==> config.mk <==
export PLATFORM = sky130hd
export DESIGN_NAME = nvs_seq_ctrl
export DESIGN_NICKNAME = d
export VERILOG_FILES = /design/src/rtl/nvs_pkg.sv /design/src/rtl/nvs_cycle_timer.sv /design/src/rtl/nvs_nv_flags.sv /design/src/rtl/nvs_fsm.sv /design/src/rtl/nvs_seq_ctrl.sv
export SDC_FILE = /design/constraint.sdc
export NUM_CORES = 1
export LEC_CHECK = 0
export ABC_AREA = 1
export BUFFER_PORTS_ARGS = -buffer_cell sky130_fd_sc_hd__buf_2
export CAP_MARGIN = 10
export CORE_AREA = 2 2 70 99
export CTS_CLUSTER_SIZE = 30
export DETAILED_ROUTE_END_ITERATION = 7
export DIE_AREA = 0 0 72 101
export PLACE_DENSITY = 0.58
export SYNTH_ARGS = -nofsm -noshare
export SYNTH_HDL_FRONTEND = slang
export SYNTH_SLANG_ARGS = --single-unit
==> constraint.sdc <==
create_clock -name clk -period 4.2 [get_ports clk]
set_input_delay 0.21 -clock clk [delete_from_list [all_inputs] [get_ports clk]]
set_output_delay 0.21 -clock clk [all_outputs]
set_load 0.02 [all_outputs]
==> src/rtl/nvs_pkg.sv <==
package nvs_pkg;

    typedef enum logic [3:0] {
        ST_PWR_WAIT,
        ST_RECALL,
        ST_IDLE,
        ST_GRACE,
        ST_STORE,
        ST_PF_PULSE,
        ST_LOCK,
        ST_RECOVER
    } nvs_state_e;

    typedef enum logic [1:0] {
        SRC_SW,
        SRC_HW,
        SRC_PWR
    } nvs_src_e;

    function automatic int max2(input int a, input int b);
        return (a > b) ? a : b;
    endfunction

endpackage

==> src/rtl/nvs_cycle_timer.sv <==
module nvs_cycle_timer #(
    parameter int CW = 8
) (
    input  logic          clk,
    input  logic          rst_n,
    input  logic          restart,
    output logic [CW-1:0] cnt_q
);

    localparam logic [CW-1:0] CNT_TOP = '1;

    always_ff @(posedge clk or negedge rst_n) begin
        if (!rst_n) begin
            cnt_q <= '0;
        end else if (restart) begin
            cnt_q <= '0;
        end else if (cnt_q != CNT_TOP) begin
            cnt_q <= cnt_q + 1'b1;
        end
    end

endmodule

==> src/rtl/nvs_nv_flags.sv <==
module nvs_nv_flags (
    input  logic clk,
    input  logic rst_n,
    input  logic wr_accept,
    input  logic nv_done,
    input  logic vreset_flag,
    input  logic recall_taken,
    output logic dirty_q,
    output logic recall_pend_q
);

    // dirty: set by an accepted write, cleared when a nonvolatile cycle ends
    always_ff @(posedge clk or negedge rst_n) begin
        if (!rst_n) begin
            dirty_q <= 1'b0;
        end else if (nv_done) begin
            dirty_q <= 1'b0;
        end else if (wr_accept) begin
            dirty_q <= 1'b1;
        end
    end

    // power-on counts as a fall below the reset level
    always_ff @(posedge clk or negedge rst_n) begin
        if (!rst_n) begin
            recall_pend_q <= 1'b1;
        end else if (vreset_flag) begin
            recall_pend_q <= 1'b1;
        end else if (recall_taken) begin
            recall_pend_q <= 1'b0;
        end
    end

endmodule

==> src/rtl/nvs_fsm.sv <==
module nvs_fsm
    import nvs_pkg::*;
#(
    parameter int CW           = 8,
    parameter int STORE_CYC    = 16,
    parameter int RECALL_CYC   = 8,
    parameter int GRACE_CYC    = 4,
    parameter int PF_PULSE_CYC = 4,
    parameter int RECOVER_CYC  = 4
) (
    input  logic          clk,
    input  logic          rst_n,
    input  logic          store_sw_req,
    input  logic          recall_sw_req,
    input  logic          busy_line,
    input  logic          vlow_flag,
    input  logic          dirty,
    input  logic          recall_pend,
    input  logic [CW-1:0] cnt,
    output nvs_state_e    state_q,
    output nvs_state_e    state_d,
    output logic          sram_access_en,
    output logic          sram_wr_block,
    output logic          busy_pull,
    output logic          nv_store_go,
    output logic          nv_recall_go,
    output logic          nv_done
);

    localparam logic [CW-1:0] STORE_LAST   = CW'(STORE_CYC - 1);
    localparam logic [CW-1:0] RECALL_LAST  = CW'(RECALL_CYC - 1);
    localparam logic [CW-1:0] GRACE_LAST   = CW'(GRACE_CYC - 1);
    localparam logic [CW-1:0] PF_LAST      = CW'(PF_PULSE_CYC - 1);
    localparam logic [CW-1:0] RECOVER_LAST = CW'(RECOVER_CYC - 1);

    nvs_src_e   src_q;
    nvs_src_e   src_d;
    nvs_state_e pf_target;

    // state register
    always_ff @(posedge clk or negedge rst_n) begin
        if (!rst_n) begin
            state_q <= ST_PWR_WAIT;
            src_q   <= SRC_SW;
        end else begin
            state_q <= state_d;
            src_q   <= src_d;
        end
    end

    // power fail: save only dirty data, otherwise just signal on the line
    always_comb begin
        pf_target = dirty ? ST_STORE : ST_PF_PULSE;
    end

    // next state
    always_comb begin
        state_d = state_q;
        src_d   = src_q;
        unique case (state_q)
            ST_PWR_WAIT: begin
                if (!vlow_flag) begin
                    state_d = recall_pend ? ST_RECALL : ST_IDLE;
                end
            end
            ST_RECALL: begin
                if (cnt == RECALL_LAST) begin
                    state_d = ST_IDLE;
                end
            end
            ST_IDLE: begin
                if (vlow_flag) begin
                    state_d = pf_target;
                    src_d   = SRC_PWR;
                end else if (recall_pend) begin
                    state_d = ST_RECALL;
                end else if (store_sw_req) begin
                    state_d = ST_STORE;
                    src_d   = SRC_SW;
                end else if (recall_sw_req) begin
                    state_d = ST_RECALL;
                end else if (!busy_line) begin
                    state_d = ST_GRACE;
                end
            end
            ST_GRACE: begin
                if (vlow_flag) begin
                    state_d = pf_target;
                    src_d   = SRC_PWR;
                end else if (cnt == GRACE_LAST) begin
                    state_d = dirty ? ST_STORE : ST_LOCK;
                    src_d   = SRC_HW;
                end
            end
            ST_STORE: begin
                if (cnt == STORE_LAST) begin
                    unique case (src_q)
                        SRC_SW:  state_d = ST_IDLE;
                        SRC_HW:  state_d = ST_LOCK;
                        default: state_d = ST_PWR_WAIT;
                    endcase
                end
            end
            ST_PF_PULSE: begin
                if (cnt == PF_LAST) begin
                    state_d = ST_PWR_WAIT;
                end
            end
            ST_LOCK: begin
                if (vlow_flag) begin
                    state_d = pf_target;
                    src_d   = SRC_PWR;
                end else if (busy_line) begin
                    state_d = ST_RECOVER;
                end
            end
            ST_RECOVER: begin
                if (vlow_flag) begin
                    state_d = pf_target;
                    src_d   = SRC_PWR;
                end else if (!busy_line) begin
                    state_d = ST_LOCK;
                end else if (cnt == RECOVER_LAST) begin
                    state_d = ST_IDLE;
                end
            end
            default: begin
                state_d = ST_PWR_WAIT;
            end
        endcase
    end

    // outputs
    always_comb begin
        sram_access_en = (state_q == ST_IDLE) || (state_q == ST_GRACE);
        sram_wr_block  = (state_q != ST_IDLE) || vlow_flag || !busy_line;
        busy_pull      = (state_q == ST_STORE) || (state_q == ST_PF_PULSE);
        nv_store_go    = (state_q == ST_STORE) && (cnt == '0);
        nv_recall_go   = (state_q == ST_RECALL) && (cnt == '0);
        nv_done        = ((state_q == ST_STORE) && (cnt == STORE_LAST)) ||
                         ((state_q == ST_RECALL) && (cnt == RECALL_LAST));
    end

endmodule

==> src/rtl/nvs_seq_ctrl.sv <==
module nvs_seq_ctrl
    import nvs_pkg::*;
#(
    parameter int STORE_CYC    = 1250000,
    parameter int RECALL_CYC   = 2500,
    parameter int GRACE_CYC    = 125,
    parameter int PF_PULSE_CYC = 125,
    parameter int RECOVER_CYC  = 88
) (
    input  logic clk,
    input  logic rst_n,
    input  logic store_sw_req,
    input  logic recall_sw_req,
    input  logic busy_line,
    input  logic vlow_flag,
    input  logic vreset_flag,
    input  logic sram_wr_req,
    output logic sram_access_en,
    output logic sram_wr_block,
    output logic busy_pull,
    output logic nv_store_go,
    output logic nv_recall_go
);

    localparam int LEN_MAX = max2(max2(max2(STORE_CYC, RECALL_CYC),
                                       max2(GRACE_CYC, PF_PULSE_CYC)),
                                  RECOVER_CYC);
    localparam int CW = $clog2(LEN_MAX + 1);

    nvs_state_e    state_q;
    nvs_state_e    state_d;
    logic [CW-1:0] cnt;
    logic          dirty;
    logic          recall_pend;
    logic          nv_done;
    logic          wr_accept;

    assign wr_accept = sram_wr_req && !sram_wr_block;

    nvs_cycle_timer #(.CW(CW)) i_timer (
        .clk     (clk),
        .rst_n   (rst_n),
        .restart (state_d != state_q),
        .cnt_q   (cnt)
    );

    nvs_nv_flags i_flags (
        .clk           (clk),
        .rst_n         (rst_n),
        .wr_accept     (wr_accept),
        .nv_done       (nv_done),
        .vreset_flag   (vreset_flag),
        .recall_taken  (nv_recall_go),
        .dirty_q       (dirty),
        .recall_pend_q (recall_pend)
    );

    nvs_fsm #(
        .CW           (CW),
        .STORE_CYC    (STORE_CYC),
        .RECALL_CYC   (RECALL_CYC),
        .GRACE_CYC    (GRACE_CYC),
        .PF_PULSE_CYC (PF_PULSE_CYC),
        .RECOVER_CYC  (RECOVER_CYC)
    ) i_fsm (
        .clk            (clk),
        .rst_n          (rst_n),
        .store_sw_req   (store_sw_req),
        .recall_sw_req  (recall_sw_req),
        .busy_line      (busy_line),
        .vlow_flag      (vlow_flag),
        .dirty          (dirty),
        .recall_pend    (recall_pend),
        .cnt            (cnt),
        .state_q        (state_q),
        .state_d        (state_d),
        .sram_access_en (sram_access_en),
        .sram_wr_block  (sram_wr_block),
        .busy_pull      (busy_pull),
        .nv_store_go    (nv_store_go),
        .nv_recall_go   (nv_recall_go),
        .nv_done        (nv_done)
    );

endmodule

==> summary.md, run 1 <==
| Metric | Value |
|---|---|
| Met3 usage | `roughly 3.0%` |
| Unrepaired setup endpoints after global routing | `no` |
| Setup CP Type | `reg2reg` |
| Synth cell types | `34` |
| Filler instances | `roughly 680` |
| Power Density | `between 300 and 400 nW/um^2` |
| Yosys warns | `0` |
| CTS H-tree lvls | `2` |
| Vias | `~2000` |
| Crit. End Element | `flip-flop` |
| Largest family of logic cells by synthesized area | `simple AND/OR/NAND/NOR gates` |
| Die width | `between 70 and 80 um` |
| GRT Util Overall | `between 10% and 20%` |
| Post-synthesis mux area share | `0%` |
| DRT antenna net count | `0` |
| Final setup viols | `0` |
| Worst Path Max Fanout | `21` |
| Syn_area_per_cell | `around 7.0 um^2` |
| Worst EP arrival | `2.54 ns` |
| TNS Setup | `0 ns` |
| Leak | `1.08 nW` |
| Slack of the critical path | `1.80 ns` |
| Antenna cells | `0` |
| Req. time, crit path | `about 4.4 ns` |
| Initial DRC Count | `70` |
| Crit path buffers/inverters | `0` |
| Total Routed Length | `between 5 and 6 mm` |
| GRT Residual Overflow | `0` |
| Worst-Margin Slew | `roughly 0.68 ns` |
| Rows | `35` |
| Post-cts sizing count | `0` |
| Highest clock rate | `roughly 420 MHz` |
| CTS tree | `yes` |
| CP top delay family | `simple AND/OR/NAND/NOR gates` |
| CP startpoint kind | `flip-flop` |
| Netlist Area Pre-Place | `approximately 2200 um^2` |
| # DRC | `0` |
| Cts hold-fix bufs | `1` |
| Num ports | `13` |
| # Max-Cap Violations | `0` |
| Busiest grt layer | `met2` |
| Initial Util | `~34%` |
| Drt wl/cell | `roughly 13 um` |
| Met2 Resource Use GR | `between 20% and 30%` |
| Area of the multi-input gates | `approximately 1300 um^2` |
| Syn Nets | `321` |
| XOR/XNOR share of the synthesized area | `4.81%` |
| Largest net degree at the start of global routing | `30` |
| Period utilization | `a little under three fifths` |
| Clock Skew | `about 0.012 ns` |
| Grt met1 use | `around 17%` |
| Most frequent cells in the layout | `nand2_1 (68), nor2_1 (45), inv_1 (28), dfrtp_1 (28), nand3_1 (27)` |
| Slew Viols, Final | `0` |
| First-pass GRT wire length | `a little under 9 mm` |
| Maximum clock path buffer count | `2` |
| TritonCTS Buffers | `5` |
| Hold Crit Class | `in2reg` |
| Gpl congestion | `0.863` |
| Clk_lat worst skew | `between 0.2 and 0.3 ns` |
| Synth Area in Adders | `1.15%` |
| Syn-to-layout area delta | `11.1%` |
| Full die area | `7270 um^2` |
| Clk pin slew, worst setup/hold paths | `~0.070 ns` |
| Initial antenna violation count | `0` |
| Setup Fix Bufs, Post-CTS | `0` |
| CTS Root Cell | `clkbuf_8` |
| Final #Nets | `~330` |
| Crit path max-delay cell type | `nand2_2` |
| Register area | `approximately 730 um^2` |
| Yosys reg bits | `29` |
| Core Region | `approximately 6400 um^2` |
| Status | `finished, final reports clean` |
| Post-synthesis compound-gate area fraction | `4.58%` |
| Final HPWL DP | `3.88 mm` |
| Peak VDD IR | `around 0.17 mV` |
| Slew HR | `around 55%` |
| Post-synthesis sequential area ratio | `33.3%` |
| Commonest non-fill, non-tap cell in the layout | `nand2_1` |
| Die height | `slightly above 100 um` |
| TritonRoute pass-1 iters | `4` |
| Worst path most repeated cell | `nand2_1` |
| Shortest period the worst path allows | `approximately 2.4 ns` |
| Pre-CTS setup slack | `between 1.5 and 2 ns` |
| Vias in the first global route | `just under 2000` |
| Cells along the critical path | `ha_1, nand3_1, nor2_1, nand3_1, nor2_2, nand2_1, nand3_2, nand2_1, nand2_1, nor2_2, nand2_2, nor2_1` |
| Final hold violation count | `0` |
| Synth Instances | `around 310` |
| Worst stage delay on the critical path | `roughly 0.47 ns` |
| PortBufs | `12` |
| Simple-gate share of the synthesized area | `around 47%` |
| Clock sink count | `29` |
| Vias/cell | `4.89` |
| Layout cell share with drive strength beyond 1 | `22.2%` |
-- layer usage --
layer | share of wire [%] | routed length (um) | up-vias
li1 | - | - | 1015
met1 | 44 | 2240 | 903
met2 | 52 | 2630 | 27
met3 | 2.8 | 140 | 5
met4 | 1.1 | 54 | 0
met5 | 0 | 0 | -
-- cells in the mapped netlist --
cell type / number / area share [%]
o21ai_0: 5 / 1.1
xor2_1: 9 / 3.6
nand2_2: 2 / 0.57
nor3_1: 9 / 2.1
o21ai_2: 1 / 0.40
inv_1: 28 / 4.8
nand3_2: 8 / 3.7
inv_2: 7 / 1.2
xnor2_1: 3 / 1.2
buf_6: 3 / 1.5
buf_2: 4 / 0.92
clkinv_1: 3 / 0.52
nand3_1: 27 / 6.2
nand3b_1: 1 / 0.34
nor2_2: 26 / 7.4
o211ai_1: 1 / 0.34
a21oi_1: 7 / 1.6
nor4_1: 1 / 0.29
nand4_1: 11 / 3.2
a41oi_1: 1 / 0.40
nor3_2: 1 / 0.46
dfrtp_1: 28 / 32
o21bai_1: 1 / 0.34
nand2_1: 68 / 12
dfstp_2: 1 / 1.2
nand3_4: 1 / 0.80
or2_4: 1 / 0.40
nor2_4: 2 / 1.0
nor2_8: 1 / 0.92
o31ai_1: 1 / 0.34
conb_1: 1 / 0.17
nor2_1: 45 / 7.7
or2_2: 1 / 0.29
ha_1: 2 / 1.1
-- final timing paths --
path                       cells after the start             start  slack (ns)               endpoint
max                                           12  i_timer.cnt_q[0]        1.80       i_timer.cnt_q[8]
min                                            2       vreset_flag        0.14  i_flags.recall_pend_q
max reg2reg                                   12  i_timer.cnt_q[0]        1.80       i_timer.cnt_q[8]
min reg2reg                                    2    i_fsm.src_q[0]        0.50         i_fsm.src_q[0]
max in group asynchronous                      2             rst_n        3.26       i_fsm.state_q[2]
min in group asynchronous                      2             rst_n        0.49      i_timer.cnt_q[13]
-- through the flow --
step | instance area, um^2 | cells | util [%] | power, W | hold WS (ns)
finish | 2430 | 399 | 37.7 | 0.000791 | 0.145
global route | 2430 | 399 | 37.7 | 0.000829 | 0.162
CTS | 2430 | 399 | 37.7 | 0.000802 | 0.141
detailed placement | 2280 | 390 | 35.5 | 0.000445 | 0.291
global placement | 2280 | 390 | 35.5 | 0.000444 | 0.285
floorplan | 2180 | 311 | - | 0.000418 | -0.0856
-- power by group --
part,leakage (nW),switching (W),internal [W],total (W)
logic,0.619,0.0000914,0.0000378,0.000129
registers,0.393,0.0000158,0.000295,0.000311
clock network,0.0681,0.000115,0.000236,0.000351
-- area by class of cell --
| type | count | area share, % |
|---|---|---|
| flip-flops and latches | 29 | 29.9 |
| multi-input cells | 237 | 52.0 |
| clock buffers | 5 | 2.84 |
| inverters | 38 | 5.88 |
| repair buffers | 13 | 2.89 |
| well taps | 74 | 3.81 |
| clock inverters | 3 | 2.68 |
-- cells by family (layout without fill, tap and decap cells) --
kind of cell / count (synthesis) / count (layout)
flops: 29 / 29
compound gates: 17 / 17
other cells: 1 / 1
simple gates: 205 / 205
buf+inv: 45 / 59
xor+xnor: 12 / 12
fa+ha+maj: 2 / 2
-- sequential cells by signal (all words and copies together), names as in the netlist --
signal and flops:
i_fsm.state_q 4, i_flags.dirty_q 1, i_timer.cnt_q 21, i_fsm.src_q 2
i_flags.recall_pend_q 1
No activity file was read; power rests on OpenSTA's default activity.
==> run 2: changes to the inputs <==
clock period = 2.41 ns   (was 4.2 ns; I/O delays follow)
==> summary.md, run 2 (synthesized netlist as in run 1, its figures left out) <==
| Metric | Value |
|---|---|
| Initial antenna violation count | `0` |
| Slew Viols, Final | `0` |
| First-pass GRT wire length | `a little under 9 mm` |
| Die width | `about 72 um` |
| Core Region | `6440 um^2` |
| Vias/cell | `between 4 and 5` |
| Antenna cells | `0` |
| Num ports | `13` |
| Clock Skew | `between 0.007 and 0.008 ns` |
| Cells along the critical path | `inv_2, nor2_1, nand2_1, nor3_1, nand3_2, nand3_1, nor2_1, xor2_1, nor2_2` |
| Biggest regs | `i_timer.cnt_q (21), i_fsm.state_q (4), i_fsm.src_q (2)` |
| Initial Util | `between 30% and 40%` |
| Hold Crit Class | `in2reg` |
| Met2 Resource Use GR | `between 20% and 30%` |
| Total Routed Length | `~5 mm` |
| Shortest period the worst path allows | `between 2 and 2.5 ns` |
| Die height | `a little over 100 um` |
| Worst EP arrival | `~2.2 ns` |
| GRT Util Overall | `between 10% and 20%` |
| Gpl congestion | `just under 0.9` |
| R2r startpoint | `i_timer.cnt_q[13]` |
| CTS Root Cell | `clkbuf_8` |
| Grt met1 use | `17.4%` |
| Final Cell Area | `2410 um^2` |
| Slack of the critical path | `0.350 ns` |
| Status | `finished, final reports clean` |
| Peak VDD IR | `~0.31 mV` |
| Area of placed instances | `around 2300 um^2` |
| Maximum clock path buffer count | `2` |
| Highest clock rate | `486 MHz` |
| Clk pin slew, worst setup/hold paths | `around 0.070 ns` |
| Worst-Margin Slew | `between 0.6 and 0.7 ns` |
| Vias in the first global route | `roughly 2000` |
| Hold path endpoint | `i_flags.recall_pend_q` |
| Min-Delay Path Depth | `2` |
| Rows | `35` |
| Final setup viols | `0` |
| Met3 usage | `roughly 2.7%` |
| Crit path max-delay cell type | `dfrtp_1` |
| Initial DRC Count | `118` |
| Full die area | `a little over 7000 um^2` |
| Worst path most repeated cell | `nor2_1` |
| Unrepaired setup endpoints after global routing | `no` |
| Hold_sp | `vreset_flag` |
| Max reg flops | `21` |
| TritonRoute pass-1 iters | `4` |
| Busiest grt layer | `met2` |
| Most frequent cells in the layout | `nand2_1 (68), nor2_1 (45), inv_1 (28), dfrtp_1 (28), nand3_1 (27)` |
| CTS tree | `yes` |
| CP startpoint kind | `flip-flop` |
| Largest net degree at the start of global routing | `30` |
| PortBufs | `12` |
| Vias | `between 1500 and 2000` |
| Worst stage delay on the critical path | `roughly 0.42 ns` |
| Worst Path Max Fanout | `13` |
| Final hold violation count | `0` |
| # Max-Cap Violations | `0` |
| DRT antenna net count | `0` |
| Power Density | `~480 nW/um^2` |
| Period utilization | `between 80 and 90%` |
| Setup CP Type | `reg2reg` |
| Final HPWL DP | `between 3 and 4 mm` |
| CTS H-tree lvls | `2` |
| TritonCTS Buffers | `5` |
| Reg2reg end | `i_timer.cnt_q[17]` |
| Slew HR | `55.9%` |
| Layout cell share with drive strength beyond 1 | `a little under a quarter` |
| GRT Residual Overflow | `0` |
| # DRC | `0` |
| Most flops, register | `i_timer.cnt_q` |
| Final core occ | `37.5%` |
| Final #Nets | `337` |
| Reg2Reg Setup Slack | `approximately 0.35 ns` |
| Setup Fix Bufs, Post-CTS | `0` |
| Commonest non-fill, non-tap cell in the layout | `nand2_1` |
| Worst reg2reg path depth | `9` |
| Leak | `roughly 1.1 nW` |
| Drt wl/cell | `between 10 and 15 um` |
| Crit. End Element | `flip-flop` |
| Syn-to-layout area delta | `10.4%` |
| Clk_lat worst skew | `around 0.28 ns` |
| Pre-CTS setup slack | `~0.35 ns` |
| Clock sink count | `29` |
| Req. time, crit path | `2.58 ns` |
| TNS Setup | `0 ns` |
run 2: critical path, delay by kind of cell (launching register included):
kind	cells	cell delay, ns
and+or+nand+nor	7	1.30
buffers and inverters	1	0.07
DFF	1	0.42
xor gates and xnor gates	1	0.17
run 2: worst max-delay path by stage:
stage                           start           endpoint  slack [ns]
detailed placement  i_timer.cnt_q[13]  i_timer.cnt_q[17]        0.35
finish              i_timer.cnt_q[13]  i_timer.cnt_q[17]        0.35
floorplan            i_timer.cnt_q[0]   i_timer.cnt_q[2]        0.63
CTS                 i_timer.cnt_q[13]  i_timer.cnt_q[17]        0.33
global placement    i_timer.cnt_q[13]  i_timer.cnt_q[19]        0.32
global route        i_timer.cnt_q[13]  i_timer.cnt_q[19]        0.12
run 2: what timing repair did:
action,4_1_cts,5_1_grt
hold endpoints to repair,28,0
resized for setup,0,0
endpoints found under the setup margin,0,0
hold buffers,1,0
run 2: layout make-up:
class	instances	area, um^2
clock buffers	6	72.6
clock inverters	2	10.0
fillers	680	4030
inverters	38	143
multi-input cells	237	1260
flip-flops and latches	29	727
well taps	74	92.6
repair buffers	16	105
run 2: through the flow:
stage,std cells,total power (W),hold slack [ns]
6_report,402,0.00116,0.0438
2_1_floorplan,311,0.000729,-0.175
3_5_place_dp,393,0.000790,0.193
3_3_place_gp,393,0.000789,0.192
4_1_cts,402,0.00118,0.0429
5_1_grt,402,0.00124,0.0695
run 2: where the power goes:
group | internal (W) | total (W) | switching, W
registers | 0.000514 | 0.000541 | 0.0000267
clock network | 0.000200 | 0.000383 | 0.000183
logic | 0.0000814 | 0.000240 | 0.000158
total | 0.000795 | 0.00116 | 0.000369
run 2: routing by layer:
layer / routed length, um / vias up
met2: 2580 / 40
met3: 156 / 7
met4: 68 / 0
met1: 2120 / 880
met5: 0 / -
li1: - / 1025
==> run 3: changes to the inputs <==
clock period = 1.9 ns   (was 2.41 ns; I/O delays follow)
==> summary.md, run 3 (synthesized netlist as in run 1, its figures left out) <==
| Metric | Value |
|---|---|
| Pre-CTS setup slack | `-0.168 ns` |
| Initial Util | `33.9%` |
| Full die area | `approximately 7300 um^2` |
| Highest clock rate | `about 500 MHz` |
| DRT antenna net count | `0` |
| GRT Residual Overflow | `0` |
| Biggest regs | `i_timer.cnt_q (21), i_fsm.state_q (4), i_fsm.src_q (2)` |
| Hold_sp | `vreset_flag` |
| Antenna cells | `0` |
| Final hold violation count | `0` |
| Area of the multi-input gates | `1450 um^2` |
| Hold path endpoint | `i_flags.recall_pend_q` |
| Layout cell share with drive strength beyond 1 | `between 30% and 40%` |
| PortBufs | `12` |
| Drt wl/cell | `13.4 um` |
| Vias/cell | `4.88` |
| Filler instances | `627` |
| Max reg flops | `21` |
| Rows | `35` |
| CTS H-tree lvls | `2` |
| Period utilization | `106%` |
| Slew Viols, Final | `0` |
| # Max-Cap Violations | `0` |
| Reg2reg end | `i_timer.cnt_q[7]` |
| Clk pin slew, worst setup/hold paths | `roughly 0.070 ns` |
| Commonest non-fill, non-tap cell in the layout | `nand2_1` |
| Slack of the critical path | `-0.106 ns` |
| Clock Skew | `between 0.006 and 0.007 ns` |
| Power Density | `593 nW/um^2` |
| Maximum clock path buffer count | `2` |
| Final HPWL DP | `4.38 mm` |
| Leak | `1.37 nW` |
| Worst reg2reg path depth | `9` |
| Shortest period the worst path allows | `~2 ns` |
| Die width | `just over 70 um` |
| CTS Root Cell | `clkbuf_8` |
| Vias in the first global route | `2182` |
| CP startpoint kind | `flip-flop` |
| CTS tree | `yes` |
| Unrepaired setup endpoints after global routing | `yes` |
| Min-Delay Path Depth | `2` |
| Initial antenna violation count | `0` |
| Setup CP Type | `reg2reg` |
| Reg2Reg Setup Slack | `-0.11 ns` |
| Peak VDD IR | `approximately 0.28 mV` |
| Most frequent cells in the layout | `nand2_1 (63), buf_4 (45), nor2_1 (38)` |
| Status | `finished with violations` |
| Final Cell Area | `3020 um^2` |
| Worst EP arrival | `around 2.2 ns` |
| TritonCTS Buffers | `5` |
| Initial DRC Count | `roughly 130` |
| Num ports | `13` |
| First-pass GRT wire length | `around 10 mm` |
| Final #Nets | `~380` |
| Worst-Margin Slew | `approximately 0.68 ns` |
| GRT Util Overall | `17.6%` |
| Core Region | `between 6000 and 7000 um^2` |
| # DRC | `0` |
| Worst Path Max Fanout | `6` |
| Area of placed instances | `between 2000 and 3000 um^2` |
| Gpl congestion | `~0.90` |
| Final setup viols | `21` |
| Most flops, register | `i_timer.cnt_q` |
| Clock sink count | `29` |
| Failing checks | `setup timing` |
| TritonRoute pass-1 iters | `4` |
| Total Routed Length | `around 6.0 mm` |
| Hold Crit Class | `in2reg` |
| Vias | `roughly 2200` |
| Largest net degree at the start of global routing | `30` |
| Register area | `729 um^2` |
| Clk_lat worst skew | `~0.28 ns` |
| Slew HR | `a little over half` |
| Syn-to-layout area delta | `38.4%` |
| Die height | `roughly 100 um` |
| Crit. End Element | `flip-flop` |
| Req. time, crit path | `between 2 and 2.5 ns` |
| R2r startpoint | `i_timer.cnt_q[6]` |
| Final core occ | `between 40% and 50%` |
==> run 3: cell count changes in the layout (fill, tap and decap cells not counted), moves of 3 or more <==
cell     change
nand2_1      -5
nor2_1       -7
buf_4       +43
nand3_4      +3
nor2_2       -7
nor2_4      +14
nand2_2      +4
==> run 3: final cells by class <==
cell class                      count  area share (%)
Tap cell                           74            3.06
Clock inverter                      1           0.165
Timing Repair Buffer               63            16.7
Sequential cell                    29            24.1
Inverter                           38            4.72
Multi-Input combinational cell    237            48.0
Clock buffer                        7            3.19
==> run 3: how the worst max path moves through the flow <==
stage                     startpoint                 to
finish              i_timer.cnt_q[6]   i_timer.cnt_q[7]
global route        i_timer.cnt_q[6]   i_timer.cnt_q[1]
CTS                 i_timer.cnt_q[0]  i_timer.cnt_q[15]
detailed placement  i_timer.cnt_q[0]  i_timer.cnt_q[12]
global placement    i_timer.cnt_q[0]  i_timer.cnt_q[12]
floorplan           i_timer.cnt_q[0]   i_timer.cnt_q[2]
==> run 3: power breakdown <==
part / internal, W / leakage [nW] / total, W / switching (W)
Clock: 0.000327 / 0.0542 / 0.000575 / 0.000248
Sequential: 0.000652 / 0.390 / 0.000681 / 0.0000291
Combinational: 0.000233 / 0.922 / 0.000537 / 0.000304
Total: 0.00121 / 1.37 / 0.00179 / 0.000581
==> run 3: timing repair <==
item,4_1_cts,5_1_grt
endpoints found under the hold margin,28,0
setup buffers,3,6
setup endpoints to repair,21,24
cloned,1,1
hold buffers,1,0
gates resized for setup,11,34
pin swaps,1,9
==> run 3: layer usage <==
metal / share of wire, % / global-route usage, % / routed length (um) / up-vias
met1: 40 / 19.6 / 2380 / 1011
met2: 53 / 32.1 / 3160 / 48
met5: 0 / 0 / 0 / -
li1: - / - / - / 1110
met4: 4.7 / 8.27 / 284 / 0
met3: 2.9 / 2.80 / 171 / 23
==> run 3: worst max-delay path, stage by stage (launching register included) <==
cell,delay (ns)
dfrtp_2,0.43
nand2_2,0.09
nor2_1,0.13
nand3_1,0.15
nor3_4,0.30
nand3_4,0.15
buf_2,0.20
nand2_1,0.11
xor2_1,0.27
nor2_4,0.06
==> run 3: per-stage QoR <==
| stage | std cells | hold slack [ns] | power, W | setup TNS, ns |
|---|---|---|---|---|
| 6_report | 449 | 0.0151 | 0.00179 | -1.85 |
| 5_1_grt | 449 | 0.0487 | 0.00190 | -4.59 |
| 4_1_cts | 442 | 0.00981 | 0.00170 | -1.61 |
| 3_5_place_dp | 429 | 0.177 | 0.00106 | -3.10 |
| 3_3_place_gp | 429 | 0.174 | 0.00106 | -2.91 |
| 2_1_floorplan | 311 | -0.201 | 0.000925 | 0 |
